$ cat config.mk
export PLATFORM = sky130hd
export DESIGN_NAME = intr_halt_ctl
export DESIGN_NICKNAME = d
export VERILOG_FILES = /design/src/rtl/intr_halt_ctl.sv
export SDC_FILE = /design/constraint.sdc
export NUM_CORES = 1
export LEC_CHECK = 0
export ABC_AREA = 1
export BUFFER_PORTS_ARGS = -buffer_cell sky130_fd_sc_hd__buf_2
export CAP_MARGIN = 5
export CORE_MARGIN = 3
export CORE_UTILIZATION = 46
export DETAILED_ROUTE_END_ITERATION = 7
export PLACE_DENSITY = 0.79
export SLEW_MARGIN = 30
export SYNTH_ARGS = -nofsm -noshare
export SYNTH_HDL_FRONTEND = slang
export SYNTH_SLANG_ARGS = --single-unit
$ cat constraint.sdc
create_clock -name clk -period 3.25 [get_ports clk]
set_input_delay 0.325 -clock clk [delete_from_list [all_inputs] [get_ports clk]]
set_output_delay 0.325 -clock clk [all_outputs]
set_load 0.02 [all_outputs]
$ cat src/rtl/intr_halt_ctl.sv
module intr_halt_ctl #(
  parameter int ACK_CYCLES = 3,
  parameter int VEC_W      = 8
) (
  input  logic             clk,
  input  logic             rst_n,
  input  logic             int_req_n,
  input  logic             nmi_n,
  input  logic             halt_exec,
  input  logic             instr_end,
  input  logic             ie_set,
  input  logic             ie_clr,
  input  logic             bus_req,
  input  logic [VEC_W-1:0] data_in,
  output logic             halt_n,
  output logic             nop_force,
  output logic             m1_n,
  output logic             iorq_n,
  output logic             svc_nmi,
  output logic             vec_valid,
  output logic [VEC_W-1:0] vector
);
  localparam int CW = (ACK_CYCLES > 1) ? $clog2(ACK_CYCLES) : 1;
  localparam logic [CW-1:0] LAST = CW'(ACK_CYCLES - 1);

  logic             nmi_q, nmi_pend, ie_q, halted_q, in_ack, svc_q, vv_q;
  logic [CW-1:0]    ack_cnt;
  logic [VEC_W-1:0] vec_q;

  wire nmi_fall = nmi_q & ~nmi_n;
  wire point    = (instr_end | halted_q) & ~in_ack & ~bus_req;
  wire take_nmi = point & nmi_pend;
  wire take_int = point & ~nmi_pend & ~int_req_n & ie_q;
  wire take     = take_nmi | take_int;
  wire ack_last = in_ack && (ack_cnt == LAST);

  always_ff @(posedge clk) begin
    if (!rst_n) begin
      nmi_q    <= 1'b1;
      nmi_pend <= 1'b0;
      ie_q     <= 1'b0;
      halted_q <= 1'b0;
    end else begin
      nmi_q    <= nmi_n;
      nmi_pend <= nmi_fall | (nmi_pend & ~take_nmi);
      if (take || ie_clr) ie_q <= 1'b0;
      else if (ie_set)    ie_q <= 1'b1;
      if (take)           halted_q <= 1'b0;
      else if (halt_exec) halted_q <= 1'b1;
    end
  end

  always_ff @(posedge clk) begin
    if (!rst_n) begin
      in_ack  <= 1'b0;
      ack_cnt <= '0;
      vec_q   <= '0;
      vv_q    <= 1'b0;
      svc_q   <= 1'b0;
    end else begin
      svc_q <= take_nmi;
      vv_q  <= ack_last;
      if (take_int) begin
        in_ack  <= 1'b1;
        ack_cnt <= '0;
      end else if (ack_last) begin
        in_ack  <= 1'b0;
        vec_q   <= data_in;
      end else if (in_ack) begin
        ack_cnt <= ack_cnt + 1'b1;
      end
    end
  end

  assign halt_n    = ~halted_q;
  assign nop_force = halted_q;
  assign m1_n      = ~in_ack;
  assign iorq_n    = ~in_ack;
  assign svc_nmi   = svc_q;
  assign vec_valid = vv_q;
  assign vector    = vec_q;

  assert_iorq_needs_m1_R3: assert property (@(posedge clk) disable iff (!rst_n)
    !iorq_n |-> !m1_n);
  assert_ack_needs_enable_R2: assert property (@(posedge clk) disable iff (!rst_n)
    $fell(m1_n) |-> $past(ie_q));
  assert_ack_not_after_busreq_R6: assert property (@(posedge clk) disable iff (!rst_n)
    $fell(m1_n) |-> !$past(bus_req));
  assert_vector_only_with_valid_R4: assert property (@(posedge clk) disable iff (!rst_n)
    !$stable(vector) |-> vec_valid);
  assert_single_nmi_pulse_R5: assert property (@(posedge clk) disable iff (!rst_n)
    svc_nmi |=> !svc_nmi);
  assert_halt_release_on_accept_R7: assert property (@(posedge clk) disable iff (!rst_n)
    $rose(halt_n) |-> (!m1_n || svc_nmi));
endmodule

Yosys cells after proc, flatten, opt, wreduce, memory -nomap -nowiden
Index checks and enable logic that the tools add are counted.

Register bits: 17. Output and inout port bits: 14. Input bits: 17.

Equality and inequality tests: 1. Reductions and logical operators: 8. Bitwise logic cells: 21. Add/subtract/negate cells: 1. Mux-type cells: 2.

Operator list (count): $not 1->1 (10); $and 1x1->1 (8); $reduce_or 2->1 (3); $reduce_and 2->1 (2); $or 1x1->1 (3); $add 2x1->2 const B (1); $eq 2x2->1 const B (1); $mux 1 (2); $reduce_bool 2->1 (1); $logic_and 1x1->1 (1); $logic_or 1x1->1 (1).

Logic depth before layout (Yosys ltp)
Gate-level depths: netlist (run 1).

Depth after elaboration: 9. Gate-level depth with buffers: 8. Depth with buffers taken out: 8.

Worst setup path after synthesis (run 1)
OpenSTA, ideal clock, no wires.

Path kind: reg2reg. From: reg ack_cnt[0]. To: reg vec_q[0] (netlist: vector[0]). Arrival time: 0.937 ns. Data required time: 3.137 ns. Stages on the path, launching flop included: 7. Clock period less this slack: 1.051 ns. Setup time: 0.113 ns. Setup slack: 2.199 ns. Cells stage by stage: dfxtp_1 > inv_1 > ha_1 > nand2_4 > clkinv_2 > nor2_1 > nor2_1.

Cells in the longest elaborated chain, start to end: 3.

RTL lines: from (decl) (RTL line 27) `logic [CW-1:0] ack_cnt;`; from (signal assigned) (RTL line 70) `ack_cnt <= ack_cnt + 1'b1;`; $eq 2x2->1 (RTL line 35) `wire ack_last = in_ack && (ack_cnt == LAST);`; $logic_and 1x1->1 (RTL line 35); $reduce_and 2->1 (no source line); to (signal assigned) (RTL line 68) `vec_q <= data_in;`; to (decl) (RTL line 28) `logic [VEC_W-1:0] vec_q;`.

No other way between the ends. A chain may end at the register's enable or synchronous reset.

Final worst setup path (run 1)
From: reg in_ack. To: out m1_n.

Cells in the longest elaborated chain, start to end: 1.

RTL lines: from (decl) (RTL line 26) `logic nmi_q, nmi_pend, ie_q, halted_q, in_ack, svc_q, vv_q;`; from (signal assigned) (RTL line 55) `in_ack <= 1'b0;`; from (signal assigned) (RTL line 64) `in_ack <= 1'b1;`; from (signal assigned) (RTL line 67) `in_ack <= 1'b0;`; $not 1->1 (RTL line 77) `assign m1_n = ~in_ack;`; to (decl) (RTL line 17) `output logic m1_n,`.

No other way between the ends.

==> results.json, run 1 <==
{
  "drive_gt1_share_pct": 37.6,
  "yosysTopAreaCellShare_pct": 51.4,
  "gp_congestion": 0.708,
  "postSynth.asyncResetShare_pct": 0,
  "root_buffer": "clkbuf_4",
  "max-slew-margin-rel_pct": 83.7,
  "holdBufCountCts": 0,
  "grt_max_degree": 14,
  "htree_levels": 1,
  "area_growth_pct": 27.6,
  "finalSetupViolCount": 0,
  "final_nets": 136,
  "core_mm2": 0.00132,
  "fin_worst_skew_ns": 0.000578,
  "syn_inst": 85,
  "cp-end-kind": "output pin",
  "cp_cell_sequence": "inv_2 -> buf_2",
  "drtIter0Drc": 18,
  "num_vias": 617,
  "ios": 31,
  "power_frac_clock_pct": 30.4,
  "period_needed_ns": 1.30,
  "grt_setup_unrepaired": "no",
  "syn_area_um2": 662,
  "synthTopCellsByCount": "nor2_1 (26), dfxtp_1 (17), o21ai_1 (10)",
  "antenna_found_initial": 0,
  "viasPerCell": 4.67,
  "path_max_fanout": 4,
  "cts_resized": 0,
  "pre_cts_slack_ns": 2.10,
  "synth_cell_types": 18,
  "numCtsBuffers": 3,
  "grt_pass1_vias": 497,
  "syn_nets": 103,
  "synth_edf_count": 0,
  "cp_num_buf_inv": 2,
  "avgSynthCellArea_um2": 7.79,
  "dp.cells": 128,
  "drt_first_pass_iters": 4,
  "die_y_um": 43.9,
  "yosysWarnings": 0,
  "dieWidth_um": 43.9,
  "cts.sinks": 17,
  "antenna_left": 0,
  "p_comb_share_pct": 10.0,
  "layout_worst_path_cycle_share_pct": 40.1,
  "grt_overflow_total": 0,
  "outcome": "finished clean",
  "slowest_delay_ns": 0.47,
  "p_leak_uw": 0.000426,
  "clk_pin_slew_worst_paths_ns": 0.09,
  "p_per_area_mw_per_mm2": 429,
  "p_int_uw": 276,
  "start_kind": "register",
  "clock_latency_ns": 0.28,
  "io_buffer_count": 30,
  "finalNonFillerCells": 132,
  "drv_slew": 0,
  "avgRoutedWirePerCell_um": 10.2,
  "tritoncts": "done",
  "hold_viol": 0,
  "post-dp-hpwl_um": 996,
  "whs_ns": 0.238,
  "drc_errors": 0,
  "die_area_mm2": 0.00193,
  "cp.required_ns": 2.92,
  "power_switching_uw": 85.8,
  "fmax_mhz": 768,
  "ys_seq_elements": 17,
  "irDropWorstVdd_mv": 0.233,
  "synth_area_leader_cell": "dfxtp_1",
  "min_path_type": "in -> reg",
  "synth.most_common_cell": "nor2_1",
  "cp_slowest_cell": "dfxtp_1",
  "grt_usage_pct": 14.5,
  "critPathKind": "reg -> out",
  "n_fill_cell": 126,
  "yosys_most_used_dff": "dfxtp_1",
  "synthTopCellsByArea": "dfxtp_1 (51%), nor2_1 (15%), o21ai_1 (7.6%), inv_1 (4.5%), nand2_2 (3.8%)",
  "fin_setup_tns_ns": 0,
  "cap_viol_max_count": 0,
  "pwr-share-seq_pct": 59.6,
  "ys_seq_area_share_pct": 51.4,
  "totalWireLength_mm": 1.35,
  "initial_utilization_pct": 50.2,
  "critPathTopFamily": "flip-flops",
  "ctsLongestPathBuffers": 2,
  "setup_ws_ns": 1.95,
  "antennaDiodeCount": 0,
  "tightest_slew_ns": 0.243,
  "post_cts.repair.setup_buffers": 0,
  "switching_share_pct": 23.7,
  "grt_pass1_wl_mm": 2.07,
  "core.rowCount": 13,
  "critPathArrivalTime_ns": 0.98
}
## kinds of logic (layout without fill, tap and decap cells)
group | count (synthesis) | count (layout) | synth area share (%)
xor+xnor | 1 | 1 | 1.32
flops | 17 | 17 | 51.4
compound gates | 11 | 11 | 8.32
fa+ha+maj | 1 | 1 | 1.89
simple gates | 42 | 42 | 28.7
buf+inv | 13 | 45 | 8.32
## sequential cells by signal (all words and copies together), names as in the netlist
signal / flops
nop_force: 1
vec_valid: 1
ie_q: 1
nmi_q: 1
svc_nmi: 1
nmi_pend: 1
in_ack: 1
vector: 8
ack_cnt: 2
## layer usage
layer	track usage, %	vias up	wire length, um
li1	-	324	-
met1	19.8	265	588
met2	20.9	22	647
met3	3.73	6	80
met4	7.23	0	29
met5	0	-	0
## metrics by stage
step / total power, uW / utilization, % / cell area (um^2)
6_report: 362 / 64.1 / 845
3_5_place_dp: 256 / 62.1 / 818
4_1_cts: 365 / 64.1 / 845
5_1_grt: 378 / 64.1 / 845
2_1_floorplan: 241 / - / 662
3_3_place_gp: 255 / 62.1 / 818
## placed cells by master, fill, tap and decap left out, drive strengths merged
cell,Yosys,final
dfxtp,17,17
nand3,2,2
buf,2,30
o21ai,10,10
nor2,28,28
inv,10,10
clkbuf,0,4
a21oi,1,1
clkinv,1,1
or2,1,1
xor2,1,1
nand2,11,11
ha,1,1
## worst reg2reg max path, stage by stage (launching register included)
cell      delay [ns]
dfxtp_1         0.35
inv_1           0.05
ha_1            0.23
nand2_4         0.14
clkinv_2        0.13
nor2_1          0.11
nor2_1          0.05
## path summary, 6_finish.rpt
check	cells past startpoint	start	slack [ns]	to
hold / removal	3	nmi_n	0.24	nmi_q
setup / recovery	2	in_ack	1.95	m1_n
setup reg to reg	6	ack_cnt[0]	2.09	vector[4]
hold reg to reg	2	nmi_q	0.48	nmi_pend
## cell type report
class,instances,area (um^2),area share [%]
Timing Repair Buffer,30,150,17.8
Clock buffer,4,26.3,3.11
Inverter,11,42.5,5.04
Sequential cell,17,340,40.3
Multi-Input combinational cell,55,267,31.6
Tap cell,15,18.8,2.22
## power groups by stage
stage | combinational (uW) | clock, uW | sequential [uW]
floorplan | 18.9 | 0 | 222
global placement | 34.8 | 0 | 221
detailed placement | 35.3 | 0 | 221
CTS | 36.1 | 113 | 216
global route | 40.5 | 121 | 216
finish | 36.1 | 110 | 216
(Power assumes the default switching activity.)
==> run 2, diff against run 1 <==
- ABC_AREA: 1 -> 0
- CORE_UTILIZATION: 46 -> 43
- PLACE_DENSITY: 0.79 -> 0.74
- clock period: 3.25 -> 1.2 ns (I/O delays scaled with it)
==> run 2 against run 1 <==
  * Synthesized area is 1.7% higher
  * Via count decreased by 1.5%
  * Clock power grew to 2.7 times the previous value
  * Critical path depth up 3
==> results.json, run 2 <==
{
  "outcome": "finished clean",
  "max-slew-margin-rel_pct": 79.4,
  "pwr-share-seq_pct": 59.5,
  "cp_num_buf_inv": 1,
  "core_mm2": 0.00138,
  "synth.most_common_cell": "dfxtp_1",
  "met3_usage_pct": 7.51,
  "use_met2_pct": 22.3,
  "grt_usage_pct": 14.4,
  "core.rowCount": 13,
  "final_cell_mix": "buf_2 (30), dfxtp_1 (16), nand2_1 (9), a21boi_0 (9), nand3_1 (8)",
  "yosys_most_used_dff": "dfxtp_1",
  "antenna_found_initial": 0,
  "period_needed_ns": 1.15,
  "setup_ws_ns": 0.0475,
  "r2r_slack_ns": 0.05,
  "drc_errors": 0,
  "grt_overflow_total": 0,
  "viasPerCell": 4.94,
  "grt_setup_unrepaired": "yes",
  "dp.cells": 118,
  "p_per_area_mw_per_mm2": 1090,
  "min_path_type": "in -> reg",
  "clk_pin_slew_worst_paths_ns": 0.09,
  "drv_slew": 0,
  "area_growth_pct": 34.0,
  "cp.required_ns": 1.38,
  "post_cts.repair.setup_buffers": 0,
  "antenna_left": 0,
  "cts.sinks": 17,
  "critPathCapture": "ack_cnt[0]",
  "hold_viol": 0,
  "final_nets": 127,
  "switching_share_pct": 23.2,
  "power_frac_clock_pct": 30.4,
  "fin_setup_tns_ns": 0,
  "syn_area_um2": 673,
  "cap_viol_max_count": 0,
  "fmax_mhz": 868,
  "synth_cell_types": 24,
  "crit_cells": 5,
  "initial_utilization_pct": 48.7,
  "power_switching_uw": 228,
  "die_y_um": 45.6,
  "avgSynthCellArea_um2": 9.10,
  "hold_start": "nmi_n",
  "synth_edf_count": 0,
  "finalSetupViolCount": 0,
  "irDropWorstVdd_mv": 0.821,
  "ctsLongestPathBuffers": 2,
  "htree_levels": 1,
  "p_leak_uw": 0.000394,
  "finalNonFillerCells": 123,
  "gp_congestion": 0.709,
  "post-dp-hpwl_mm": 1.01,
  "drive_gt1_share_pct": 39.8,
  "tightest_slew_ns": 0.307,
  "root_buffer": "clkbuf_4",
  "synth_area_leader_cell": "dfxtp_1",
  "yosysTopAreaCellShare_pct": 50.6,
  "die_area_mm2": 0.00208,
  "p_int_uw": 755,
  "ys_seq_area_share_pct": 50.6,
  "antennaDiodeCount": 0,
  "largest_register_ffs": 8,
  "synthTopCellsByArea": "dfxtp_1 (51%), a21boi_0 (10%), nand3_1 (5.9%), nand2_1 (5.6%), nand2b_1 (2.8%)",
  "layout_worst_path_cycle_share_pct": 96.0,
  "p_comb_share_pct": 10.1,
  "cp-startpoint": "ack_cnt[0]",
  "rr_endpoint": "ack_cnt[0]",
  "fin_worst_skew_ns": 0.00420,
  "avgRoutedWirePerCell_um": 10.7,
  "ios": 31,
  "cp_slowest_cell": "dfxtp_2",
  "ys_seq_elements": 17,
  "path_max_fanout": 4,
  "cp-end-kind": "register",
  "syn_inst": 74,
  "io_buffer_count": 30,
  "syn_nets": 92,
  "final_common_cell": "buf_2",
  "slowest_delay_ns": 0.33,
  "grt_max_degree": 17,
  "critPathKind": "reg -> reg",
  "tritoncts": "done",
  "num_vias": 608,
  "grt_pass1_vias": 501,
  "pre_cts_slack_ns": -0.00896,
  "clock_latency_ns": 0.29,
  "met1_usage_pct": 16.7,
  "yosysWarnings": 0,
  "drt_first_pass_iters": 4,
  "grt_pass1_wl_mm": 2.10,
  "ff2ff_path_depth": 5,
  "critPathTopFamily": "flip-flops",
  "grt_busiest_layer": "met2",
  "reg2reg_from": "ack_cnt[0]",
  "start_kind": "register",
  "numCtsBuffers": 3,
  "postSynth.asyncResetShare_pct": 0,
  "cp_cell_sequence": "inv_1 -> ha_2 -> and2b_2 -> xnor2_1 -> nor2_1",
  "critPathArrivalTime_ns": 1.33,
  "dieWidth_um": 45.6,
  "totalWireLength_mm": 1.32,
  "drtIter0Drc": 7,
  "synthTopCellsByCount": "dfxtp_1 (17), nand2_1 (10), a21boi_0 (9)"
}
run 2: layout make-up:
cell class / count / area (um^2)
inverter: 4 / 15.0
sequential: 17 / 342
tap: 15 / 18.8
fill: 124 / 480
clock buffer: 4 / 26.3
timing repair buffer: 34 / 183
multi-input combinational: 49 / 318
run 2: metal layers:
metal / routed length (um) / share of wire, %
met1: 551 / 42
met2: 647 / 49
met3: 106 / 8.0
met4: 11 / 0.84
met5: 0 / 0
run 2: worst register-to-register path: stages (launching register included):
cell     delay, ns
dfxtp_2       0.33
inv_1         0.05
ha_2          0.20
and2b_2       0.26
xnor2_1       0.14
nor2_1        0.06
run 2: power groups by stage:
stage	combinational, uW	sequential [uW]	clock (uW)
CTS	95.6	583	315
finish	99.5	584	299
global route	109	586	334
floorplan	45.6	600	0
detailed placement	92.5	596	0
global placement	90.7	596	0
run 2: timing repair:
action                                 4_1_cts  5_1_grt
setup endpoints to repair                    3        9
endpoints found under the hold margin        1        0
hold buffers                                 1        0
resized for setup                            2        4
cloned                                       0        0
run 2: how the worst min path moves through the flow:
| stage | to | cells after the start |
|---|---|---|
| floorplan | nmi_q | 1 |
| global placement | ie_q | 2 |
| detailed placement | ie_q | 2 |
| CTS | nmi_q | 2 |
| global route | nmi_q | 2 |
| finish | nmi_q | 2 |
run 2: logic make-up after synthesis:
family / count (synthesis) / synth area share [%]
and+or+nand+nor: 33 / 24.5
DFF: 17 / 50.6
AOI/OAI and AO/OA: 14 / 16.5
buffers and inverters: 8 / 5.20
xor gates and xnor gates: 1 / 1.30
adders and majority gates: 1 / 1.86
run 2: through the flow:
step | hold slack (ns) | power, uW | area, um^2 | util, %
5_1_grt | 0.0224 | 1030 | 902 | 65.2
3_3_place_gp | 0.288 | 687 | 845 | 61.1
3_5_place_dp | 0.288 | 689 | 845 | 61.1
2_1_floorplan | 0.193 | 646 | 673 | -
6_report | 0.0192 | 983 | 902 | 65.2
4_1_cts | 0.0115 | 994 | 885 | 64.0
